==> config.mk <==
export PLATFORM = sky130hd
export DESIGN_NAME = pll_divisor_search
export DESIGN_NICKNAME = d
export VERILOG_FILES = /design/src/rtl/pll_search_pkg.sv /design/src/rtl/pll_div_unit.sv /design/src/rtl/pll_sweep_ctrl.sv /design/src/rtl/pll_word_pack.sv /design/src/rtl/pll_divisor_search.sv
export SDC_FILE = /design/constraint.sdc
export NUM_CORES = 2
export LEC_CHECK = 0
export BUFFER_PORTS_ARGS = -buffer_cell sky130_fd_sc_hd__buf_2
export CORE_ASPECT_RATIO = 0.6
export CORE_MARGIN = 1.5
export CORE_UTILIZATION = 50
export CTS_CLUSTER_SIZE = 12
export DETAILED_ROUTE_END_ITERATION = 10
export PLACE_DENSITY = 0.73
export SETUP_SLACK_MARGIN = 0.2
export SYNTH_ARGS = -nofsm -noshare
export SYNTH_HDL_FRONTEND = slang
export SYNTH_SLANG_ARGS = --single-unit
export TNS_END_PERCENT = 100
==> constraint.sdc <==
create_clock -name clk -period 15 [get_ports clk]
set_input_delay 0.75 -clock clk [delete_from_list [all_inputs] [get_ports clk]]
set_output_delay 0.75 -clock clk [all_outputs]
set_load 0.03 [all_outputs]
==> src/rtl/pll_search_pkg.sv <==
package pll_search_pkg;

    localparam int VCO_MIN_KHZ     = 1400000;
    localparam int VCO_MAX_KHZ     = 2800000;
    localparam int ERR_SCALE       = 10000;
    localparam int SERIAL_ERR_INIT = 100000;
    localparam int PANEL_PDIV      = 14;
    localparam int SERIAL_P2       = 10;

    localparam logic [7:0] M_CODE_BASE = 8'd10;
    localparam logic [5:0] M_CODE_SEED = 6'h2B;
    localparam int         M_CODE_SPAN = 26;

    localparam int PANEL_CODE_LSB = 8;
    localparam int PANEL_P1_LSB   = 17;
    localparam int SER_N_LSB      = 16;
    localparam int SER_P1_LSB     = 16;

    typedef enum logic [2:0] {
        ST_IDLE,
        ST_EVAL,
        ST_WAIT_A,
        ST_WAIT_B,
        ST_SCORE,
        ST_STEP
    } sweep_state_e;

    typedef struct packed {
        logic [7:0]  m_lo;
        logic [7:0]  m_hi;
        logic [3:0]  n_lo;
        logic [3:0]  n_hi;
        logic [3:0]  p1_lo;
        logic [3:0]  p1_hi;
        logic [17:0] ref_khz;
    } sweep_lim_t;

    typedef struct packed {
        logic [7:0] m;
        logic [3:0] n;
        logic [3:0] p1;
    } divset_t;

    function automatic sweep_lim_t limits_for(input logic serial, input logic [1:0] core);
        sweep_lim_t l;
        if (serial) begin
            l = '{m_lo: 8'd80, m_hi: 8'd137, n_lo: 4'd3, n_hi: 4'd7,
                  p1_lo: 4'd1, p1_hi: 4'd2, ref_khz: 18'd96000};
        end else begin
            case (core)
                2'd0:    l = '{m_lo: 8'd20, m_hi: 8'd34, n_lo: 4'd0, n_hi: 4'd0,
                               p1_lo: 4'd2, p1_hi: 4'd8, ref_khz: 18'd100000};
                2'd1:    l = '{m_lo: 8'd12, m_hi: 8'd20, n_lo: 4'd0, n_hi: 4'd0,
                               p1_lo: 4'd2, p1_hi: 4'd7, ref_khz: 18'd166000};
                default: l = '{m_lo: 8'd10, m_hi: 8'd17, n_lo: 4'd0, n_hi: 4'd0,
                               p1_lo: 4'd2, p1_hi: 4'd8, ref_khz: 18'd200000};
            endcase
        end
        return l;
    endfunction

    // Panel multiplier code: a 6-bit shift sequence, one step per m above the base.
    function automatic logic [5:0] panel_m_code(input logic [7:0] m);
        logic [5:0] c;
        c = M_CODE_SEED;
        for (int i = 0; i < M_CODE_SPAN - 1; i++) begin
            if (8'(i) < (m - M_CODE_BASE)) c = {c[0] ^ c[5], c[5:1]};
        end
        return c;
    endfunction

endpackage

==> src/rtl/pll_div_unit.sv <==
module pll_div_unit #(
    parameter int W = 34
) (
    input  logic         clk,
    input  logic         rst,
    input  logic         start,
    input  logic [W-1:0] dividend,
    input  logic [W-1:0] divisor,
    output logic         done,
    output logic [W-1:0] quotient
);
    localparam int CW = $clog2(W + 1);

    logic [W:0]    rem_q;
    logic [W-1:0]  quo_q;
    logic [W-1:0]  dvs_q;
    logic [CW-1:0] cnt_q;
    logic          run_q;

    logic [W:0] shifted;
    logic       ge;
    logic [W:0] rem_next;

    always_comb begin
        shifted  = {rem_q[W-1:0], quo_q[W-1]};
        ge       = shifted >= {1'b0, dvs_q};
        rem_next = ge ? (shifted - {1'b0, dvs_q}) : shifted;
    end

    always_ff @(posedge clk) begin
        if (rst) begin
            rem_q <= '0;
            quo_q <= '0;
            dvs_q <= '0;
            cnt_q <= '0;
            run_q <= 1'b0;
            done  <= 1'b0;
        end else begin
            done <= 1'b0;
            if (start) begin
                rem_q <= '0;
                quo_q <= dividend;
                dvs_q <= divisor;
                cnt_q <= CW'(W);
                run_q <= 1'b1;
            end else if (run_q) begin
                rem_q <= rem_next;
                quo_q <= {quo_q[W-2:0], ge};
                cnt_q <= cnt_q - 1'b1;
                if (cnt_q == CW'(1)) begin
                    run_q <= 1'b0;
                    done  <= 1'b1;
                end
            end
        end
    end

    assign quotient = quo_q;

    // the operand ranges never produce a zero divisor
    a_r4_divisor_nonzero: assert property (@(posedge clk) disable iff (rst)
        start |-> (divisor != '0));

    // the controller never restarts an operation in flight
    a_r4_no_overlap: assert property (@(posedge clk) disable iff (rst)
        start |-> !run_q);

endmodule

==> src/rtl/pll_sweep_ctrl.sv <==
module pll_sweep_ctrl
    import pll_search_pkg::*;
#(
    parameter int TW = 20,
    parameter int DW = TW + 14
) (
    input  logic          clk,
    input  logic          rst,
    input  logic          start,
    input  logic          mode_serial,
    input  logic [1:0]    core_sel,
    input  logic [TW-1:0] target,
    output logic          div_start,
    output logic [DW-1:0] div_dividend,
    output logic [DW-1:0] div_divisor,
    input  logic          div_done,
    input  logic [DW-1:0] div_q,
    output logic          busy,
    output logic          done,
    output logic          found,
    output logic          have,
    output logic          serial_q,
    output divset_t       best
);
    sweep_state_e  state;
    logic [1:0]    core_q;
    logic [TW-1:0] tgt_q;
    logic [7:0]    m_q;
    logic [3:0]    n_q;
    logic [3:0]    p1_q;
    logic          brk_q;
    logic [DW-1:0] best_err;

    sweep_lim_t lim;
    sweep_lim_t lim_in;
    logic [DW-1:0] vco;
    logic          vco_hi, vco_lo;
    logic [DW-1:0] panel_err;
    logic signed [DW+1:0] ferr;
    logic signed [DW+1:0] ferr_floor;
    logic [DW+1:0] ferr_mag;
    logic          serial_prune, serial_better, panel_better;

    always_comb begin
        lim    = limits_for(serial_q, core_q);
        lim_in = limits_for(mode_serial, core_sel);
        vco    = DW'(tgt_q) * DW'(p1_q) * DW'(SERIAL_P2);
        vco_hi = vco > DW'(VCO_MAX_KHZ);
        vco_lo = vco < DW'(VCO_MIN_KHZ);

        div_start = ((state == ST_EVAL) && !(serial_q && (vco_hi || vco_lo)))
                 || ((state == ST_WAIT_A) && div_done && serial_q);
        if (state == ST_WAIT_A) begin
            div_dividend = DW'(tgt_q) * DW'(ERR_SCALE);
            div_divisor  = div_q;
        end else begin
            div_dividend = DW'(lim.ref_khz) * DW'(m_q);
            div_divisor  = serial_q ? DW'(n_q) * DW'(p1_q) * DW'(SERIAL_P2)
                                    : DW'(p1_q) * DW'(PANEL_PDIV);
        end

        panel_err = (div_q >= DW'(tgt_q)) ? (div_q - DW'(tgt_q)) : (DW'(tgt_q) - div_q);
        panel_better = panel_err < best_err;

        ferr          = $signed({2'b00, DW'(ERR_SCALE)}) - $signed({2'b00, div_q});
        ferr_floor    = -$signed({2'b00, best_err});
        ferr_mag      = ferr[DW+1] ? $unsigned(-ferr) : $unsigned(ferr);
        serial_prune  = ferr < ferr_floor;
        serial_better = ferr_mag < {2'b00, best_err};
    end

    always_ff @(posedge clk) begin
        if (rst) begin
            state    <= ST_IDLE;
            serial_q <= 1'b0;
            core_q   <= '0;
            tgt_q    <= '0;
            m_q      <= '0;
            n_q      <= '0;
            p1_q     <= '0;
            brk_q    <= 1'b0;
            best_err <= '0;
            best     <= '0;
            have     <= 1'b0;
            done     <= 1'b0;
            found    <= 1'b0;
        end else begin
            case (state)
                ST_IDLE: if (start) begin
                    serial_q <= mode_serial;
                    core_q   <= core_sel;
                    tgt_q    <= target;
                    done     <= 1'b0;
                    found    <= 1'b0;
                    have     <= 1'b0;
                    best     <= '0;
                    brk_q    <= 1'b0;
                    best_err <= mode_serial ? DW'(SERIAL_ERR_INIT) : DW'(target);
                    m_q      <= lim_in.m_lo;
                    n_q      <= lim_in.n_lo;
                    p1_q     <= lim_in.p1_lo;
                    state    <= ST_EVAL;
                end
                ST_EVAL: begin
                    if (serial_q && vco_hi) begin
                        brk_q <= 1'b1;
                        state <= ST_STEP;
                    end else if (serial_q && vco_lo) begin
                        brk_q <= 1'b0;
                        state <= ST_STEP;
                    end else begin
                        state <= ST_WAIT_A;
                    end
                end
                ST_WAIT_A: if (div_done) state <= serial_q ? ST_WAIT_B : ST_SCORE;
                ST_WAIT_B: if (div_done) state <= ST_SCORE;
                ST_SCORE: begin
                    brk_q <= 1'b0;
                    if (serial_q) begin
                        if (serial_prune) begin
                            brk_q <= 1'b1;
                        end else if (serial_better) begin
                            best_err <= ferr_mag[DW-1:0];
                            best     <= '{m: m_q, n: n_q, p1: p1_q};
                            have     <= 1'b1;
                        end
                    end else if (panel_better) begin
                        best_err <= panel_err;
                        best     <= '{m: m_q, n: 4'd0, p1: p1_q};
                        have     <= 1'b1;
                    end
                    state <= ST_STEP;
                end
                ST_STEP: begin
                    state <= ST_EVAL;
                    if (!brk_q && (p1_q < lim.p1_hi)) begin
                        p1_q <= p1_q + 4'd1;
                    end else begin
                        p1_q <= lim.p1_lo;
                        if (serial_q && (n_q < lim.n_hi)) begin
                            n_q <= n_q + 4'd1;
                        end else begin
                            n_q <= lim.n_lo;
                            if ((serial_q && (best_err == '0)) || (m_q >= lim.m_hi)) begin
                                done  <= 1'b1;
                                found <= serial_q ? (best_err == '0) : (best_err != DW'(tgt_q));
                                state <= ST_IDLE;
                            end else begin
                                m_q <= m_q + 8'd1;
                            end
                        end
                    end
                end
                default: state <= ST_IDLE;
            endcase
        end
    end

    assign busy = (state != ST_IDLE);

    // a start seen while busy leaves the latched request untouched
    a_r9_busy_start_ignored: assert property (@(posedge clk) disable iff (rst)
        (busy && start) |=> ($stable(tgt_q) && $stable(serial_q) && $stable(core_q)));

    // results hold from done until the next start
    a_r10_hold_results: assert property (@(posedge clk) disable iff (rst)
        (done && !start) |=> (done && $stable(best) && $stable(found) && $stable(have)));

    // done and busy are exclusive
    a_r10_done_not_busy: assert property (@(posedge clk) disable iff (rst)
        !(done && busy));

    // every scored serial candidate sits inside the VCO window
    a_r4_vco_window: assert property (@(posedge clk) disable iff (rst)
        ((state == ST_SCORE) && serial_q) |-> (!vco_hi && !vco_lo));

    // panel sweep stays inside the selected limits
    a_r2_panel_range: assert property (@(posedge clk) disable iff (rst)
        (busy && !serial_q) |->
            ((m_q >= lim.m_lo) && (m_q <= lim.m_hi) && (p1_q >= lim.p1_lo) && (p1_q <= lim.p1_hi)));

endmodule

==> src/rtl/pll_word_pack.sv <==
module pll_word_pack
    import pll_search_pkg::*;
(
    input  logic        serial,
    input  logic        have,
    input  divset_t     ds,
    output logic [31:0] fp_word,
    output logic [31:0] dpll_word
);
    always_comb begin
        fp_word   = '0;
        dpll_word = '0;
        if (have) begin
            if (serial) begin
                fp_word   = (32'd1 << (5'(ds.n) - 5'd1 + 5'(SER_N_LSB))) | 32'(ds.m - 8'd2);
                dpll_word = 32'd1 << (5'(ds.p1) - 5'd1 + 5'(SER_P1_LSB));
            end else begin
                fp_word   = 32'(panel_m_code(ds.m)) << PANEL_CODE_LSB;
                dpll_word = 32'd1 << (5'(ds.p1) - 5'd2 + 5'(PANEL_P1_LSB));
            end
        end
    end
endmodule

==> src/rtl/pll_divisor_search.sv <==
module pll_divisor_search
    import pll_search_pkg::*;
#(
    parameter int TW = 20
) (
    input  logic          clk,
    input  logic          rst,
    input  logic          start,
    input  logic          mode_serial,
    input  logic [1:0]    core_sel,
    input  logic [TW-1:0] target_khz,
    output logic          busy,
    output logic          done,
    output logic          found,
    output logic [7:0]    m_out,
    output logic [3:0]    n_out,
    output logic [3:0]    p1_out,
    output logic [31:0]   fp_word,
    output logic [31:0]   dpll_word
);
    localparam int DW = TW + 14;

    logic          div_start, div_done;
    logic [DW-1:0] div_dividend, div_divisor, div_q;
    logic          have, serial_q;
    divset_t       best;

    pll_div_unit #(.W(DW)) u_div (
        .clk      (clk),
        .rst      (rst),
        .start    (div_start),
        .dividend (div_dividend),
        .divisor  (div_divisor),
        .done     (div_done),
        .quotient (div_q)
    );

    pll_sweep_ctrl #(.TW(TW), .DW(DW)) u_ctrl (
        .clk          (clk),
        .rst          (rst),
        .start        (start),
        .mode_serial  (mode_serial),
        .core_sel     (core_sel),
        .target       (target_khz),
        .div_start    (div_start),
        .div_dividend (div_dividend),
        .div_divisor  (div_divisor),
        .div_done     (div_done),
        .div_q        (div_q),
        .busy         (busy),
        .done         (done),
        .found        (found),
        .have         (have),
        .serial_q     (serial_q),
        .best         (best)
    );

    pll_word_pack u_pack (
        .serial    (serial_q),
        .have      (have),
        .ds        (best),
        .fp_word   (fp_word),
        .dpll_word (dpll_word)
    );

    assign m_out  = best.m;
    assign n_out  = best.n;
    assign p1_out = best.p1;

    // with no accepted candidate both packed words are empty
    a_r8_empty_words: assert property (@(posedge clk) disable iff (rst)
        (done && !have) |-> ((fp_word == '0) && (dpll_word == '0)));

    // a panel result always carries exactly one p1 bit
    a_r6_onehot_p1: assert property (@(posedge clk) disable iff (rst)
        (done && have) |-> ($countones(dpll_word) == 1));

endmodule

==> key figures <==
Run status
  • Outcome: complete, no violations

Clocking
  • CTS tree: built
  • Htree depth: 1
  • Post-CTS sizing: 0
  • Clock transition at the registers of the reported paths: 70 ps
  • CTS Buf Count: 23
  • Clock Tree Buf Depth: 3
  • Root Buffer: clkbuf_16
  • Hold-fix buffers, CTS: 0
  • Clock latency at the later pin of the worst-skew pair: 580 ps
  • Clock sink count: 206
  • Setup Fix Bufs, Post-CTS: 0

Routing
  • DR vias/cell: 6.049
  • DRC viols: 0
  • Vias: 29793
  • Detailed Route Iter0 Violations: 3326
  • DRT Pass-1 Iters: 6
  • Average routed wire per standard cell: 21.92 um
  • Final ANT Viol Nets: 0
  • Total Wirelength: 108000 um

Floorplan
  • Core Rows: 70
  • Core region area: 61310 um^2
  • Die height: 196.5 um
  • Die area: 63940 um^2
  • Initial core utilization: 0.5088
  • Die W: 325.4 um
  • IO Count: 109

Setup path
  • Largest fanout on the critical path: 67
  • Crit. End Element: flop
  • Delay of the slowest critical-path stage: 630 ps
  • Critical path's slowest cell: dfxtp_1
  • R2R Path Start: u_ctrl.p1_q[2]$_SDFFE_PP0P_
  • R2R depth: 36
  • CP Launch Type: flop
  • Worst Path Arrival: 10310 ps
  • Most used cell, CP: o21ai_0
  • RR Endpoint: u_div.dvs_q[22]$_SDFFE_PP0N_
  • Worst EP required: 15440 ps
  • R2r setup slk: 5140 ps
  • Critical path class: reg2reg

Yosys
  • Sequential share of the synthesized area: 0.1322
  • #FFs+latches synth: 206
  • Number of distinct library cells after synthesis: 88
  • Synth top area share: 0.1733
  • Post-Syn Area: 31190 um^2
  • Gate count after technology mapping: 4098
  • Post-synth EDFFs: 0
  • Syn Area/Cell: 7.611 um^2
  • Mux contribution to synthesized area: 0.04384
  • Post-Synth Simple-Gate Area: 0.1887
  • Post-synth top cells: inv_1, ha_1, nand2_1, nor2_1, a21oi_1
  • Most numerous cell in the Yosys netlist: inv_1
  • Top_reg_cell synth: dfxtp_1
  • Synth Area in XOR/XNOR: 0.07698
  • Synth warn: 0
  • Async SR Flop Fraction: 0
  • Post-synthesis compound-gate area fraction: 0.1918
  • Largest family of logic cells by synthesized area: adder cells
  • Synth top area cells: ha_1, dfxtp_1, fa_1
  • Largest area contributor in the netlist: ha_1
  • Adder-cell share of the synthesized area: 0.2811

Global route
  • Initial antenna violation count: 0
  • Total grt overflow: 0
  • Largest net degree at the start of global routing: 68
  • Vias in the first global route: 27512
  • Total GRT Usage: 0.3332
  • First-pass GRT wire length: 164800 um

STA
  • Fin. Hold Viols: 0
  • Fin. max-slew vios: 0
  • Final Setup Violations: 0
  • RSZ-0062 raised after global routing: no
  • Worst hold slack: 426.3 ps
  • Setup TNS: 0 ps
  • Peak Freq: 0.1014 GHz
  • Clock Skew: 21.43 ps
  • Period minus WS final: 9863 ps
  • Setup ws final: 5137 ps
  • Slew @ Worst Pin: 1329 ps
  • Slew headroom: 0.1108
  • Period utilization: 0.6575

Worst hold path
  • Min-Delay Path Class: in2reg
  • Hold_sp: target_khz[15]
  • Worst Hold End: u_ctrl.tgt_q[15]$_SDFFE_PP0P_
  • Hold path cells: 3

Placement
  • I/O Buffers: 92
  • # placed instances: 4887
  • Routability cong.: 1.044
  • Hpwl dp: 86850 um
  • Placement Setup Slack: 5232 ps

Final layout
  • ANT cells: 0
  • Final Non-Filler Cells: 4925
  • Fill count: 5922
  • Nets: 4710
  • Share of cells above drive strength 1: 0.05931
  • Area Growth Syn to Fin: 6.302%

Run
  • Max cap viols: 0
[metrics by stage]
step / util / cell area (um^2)
2_1_floorplan: - / 31250
3_3_place_gp: 0.5286 / 32410
3_5_place_dp: 0.5286 / 32410
4_1_cts: 0.5408 / 33160
5_1_grt: 0.5408 / 33160
6_report: 0.5408 / 33160
[routing by layer]
layer | track usage | vias up | wire (um)
met5 | 0.005997 | - | 0
met3 | 0.1413 | 152 | 16940
met2 | 0.4181 | 1588 | 37480
met4 | 0.08165 | 0 | 2922
met1 | 0.5046 | 14049 | 50630
li1 | - | 14004 | -
[registers in the layout, indices dropped and copies added, names as in the netlist, 3 cells and up]
signal / flops
u_ctrl.p1_q: 4
u_ctrl.best_err: 34
u_ctrl.best: 16
u_ctrl.state: 3
u_ctrl.n_q: 4
u_div.rem_q: 34
u_div.cnt_q: 6
u_ctrl.m_q: 8
u_div.dvs_q: 34
u_div.quotient: 34
u_ctrl.tgt_q: 20
[final cells by class]
cell class / instances / area (um^2) / share of cell area
clock inverter: 5 / 96.34 / 0.002906
inverter: 481 / 1805 / 0.05445
timing repair buffer: 153 / 920.9 / 0.02777
multi-input combinational: 3219 / 24520 / 0.7394
clock buffer: 33 / 653.1 / 0.01970
sequential: 206 / 4129 / 0.1245
tap: 828 / 1036 / 0.03125
[cell usage in the layout, fill, tap and decap left out, types with 52 or more instances in the layout]
| cell | count |
|---|---|
| a21o_1 | 96 |
| nand3_1 | 83 |
| buf_2 | 91 |
| inv_1 | 477 |
| and2_1 | 52 |
| nand2_1 | 413 |
| xor2_1 | 58 |
| dfxtp_1 | 204 |
| a21oi_1 | 254 |
| ha_1 | 432 |
| nor2_1 | 358 |
| buf_4 | 62 |
| a211oi_1 | 101 |
| xnor2_1 | 209 |
| mux2i_1 | 109 |
| nor3_1 | 82 |
| fa_1 | 168 |
| o21ai_0 | 191 |
[worst max path at each step]
stage | from | to | slack, ps | depth (start not counted)
floorplan | u_ctrl.best[9]$_SDFFE_PP0P_ | fp_word[13] | 6910 | 28
CTS | u_ctrl.p1_q[2]$_SDFFE_PP0P_ | u_div.quotient[32]$_SDFFE_PP0P_ | 5200 | 36
detailed placement | u_ctrl.p1_q[2]$_SDFFE_PP0P_ | u_div.quotient[32]$_SDFFE_PP0P_ | 5230 | 36
finish | u_ctrl.p1_q[2]$_SDFFE_PP0P_ | u_div.dvs_q[22]$_SDFFE_PP0N_ | 5140 | 36
global placement | u_ctrl.p1_q[2]$_SDFFE_PP0P_ | u_div.quotient[32]$_SDFFE_PP0P_ | 5460 | 36
global route | u_ctrl.p1_q[2]$_SDFFE_PP0P_ | u_div.dvs_q[19]$_SDFFE_PP0N_ | 4210 | 36
[worst max-delay path: cells and delay by family, from the launching register on]
kind / cells / cell delay [ps]
AND/OR/NAND/NOR: 8 / 1580
buffers and inverters: 3 / 1120
adder cells (fa/ha/maj): 5 / 2180
flip-flops: 1 / 630
AO/OA/AOI/OAI: 20 / 4130
[cells by family (layout without fill, tap and decap cells)]
logic type      Yosys count  count (layout)
flops                   206             206
xor+xnor                270             270
fa+ha+maj               600             600
simple gates           1271            1271
buf+inv                 688             672
other cells               1              16
mux                     133             133
compound gates          929             929
Power is not shown: default switching activity piles up to over one toggle a cycle in this logic, so the estimate is an artifact.
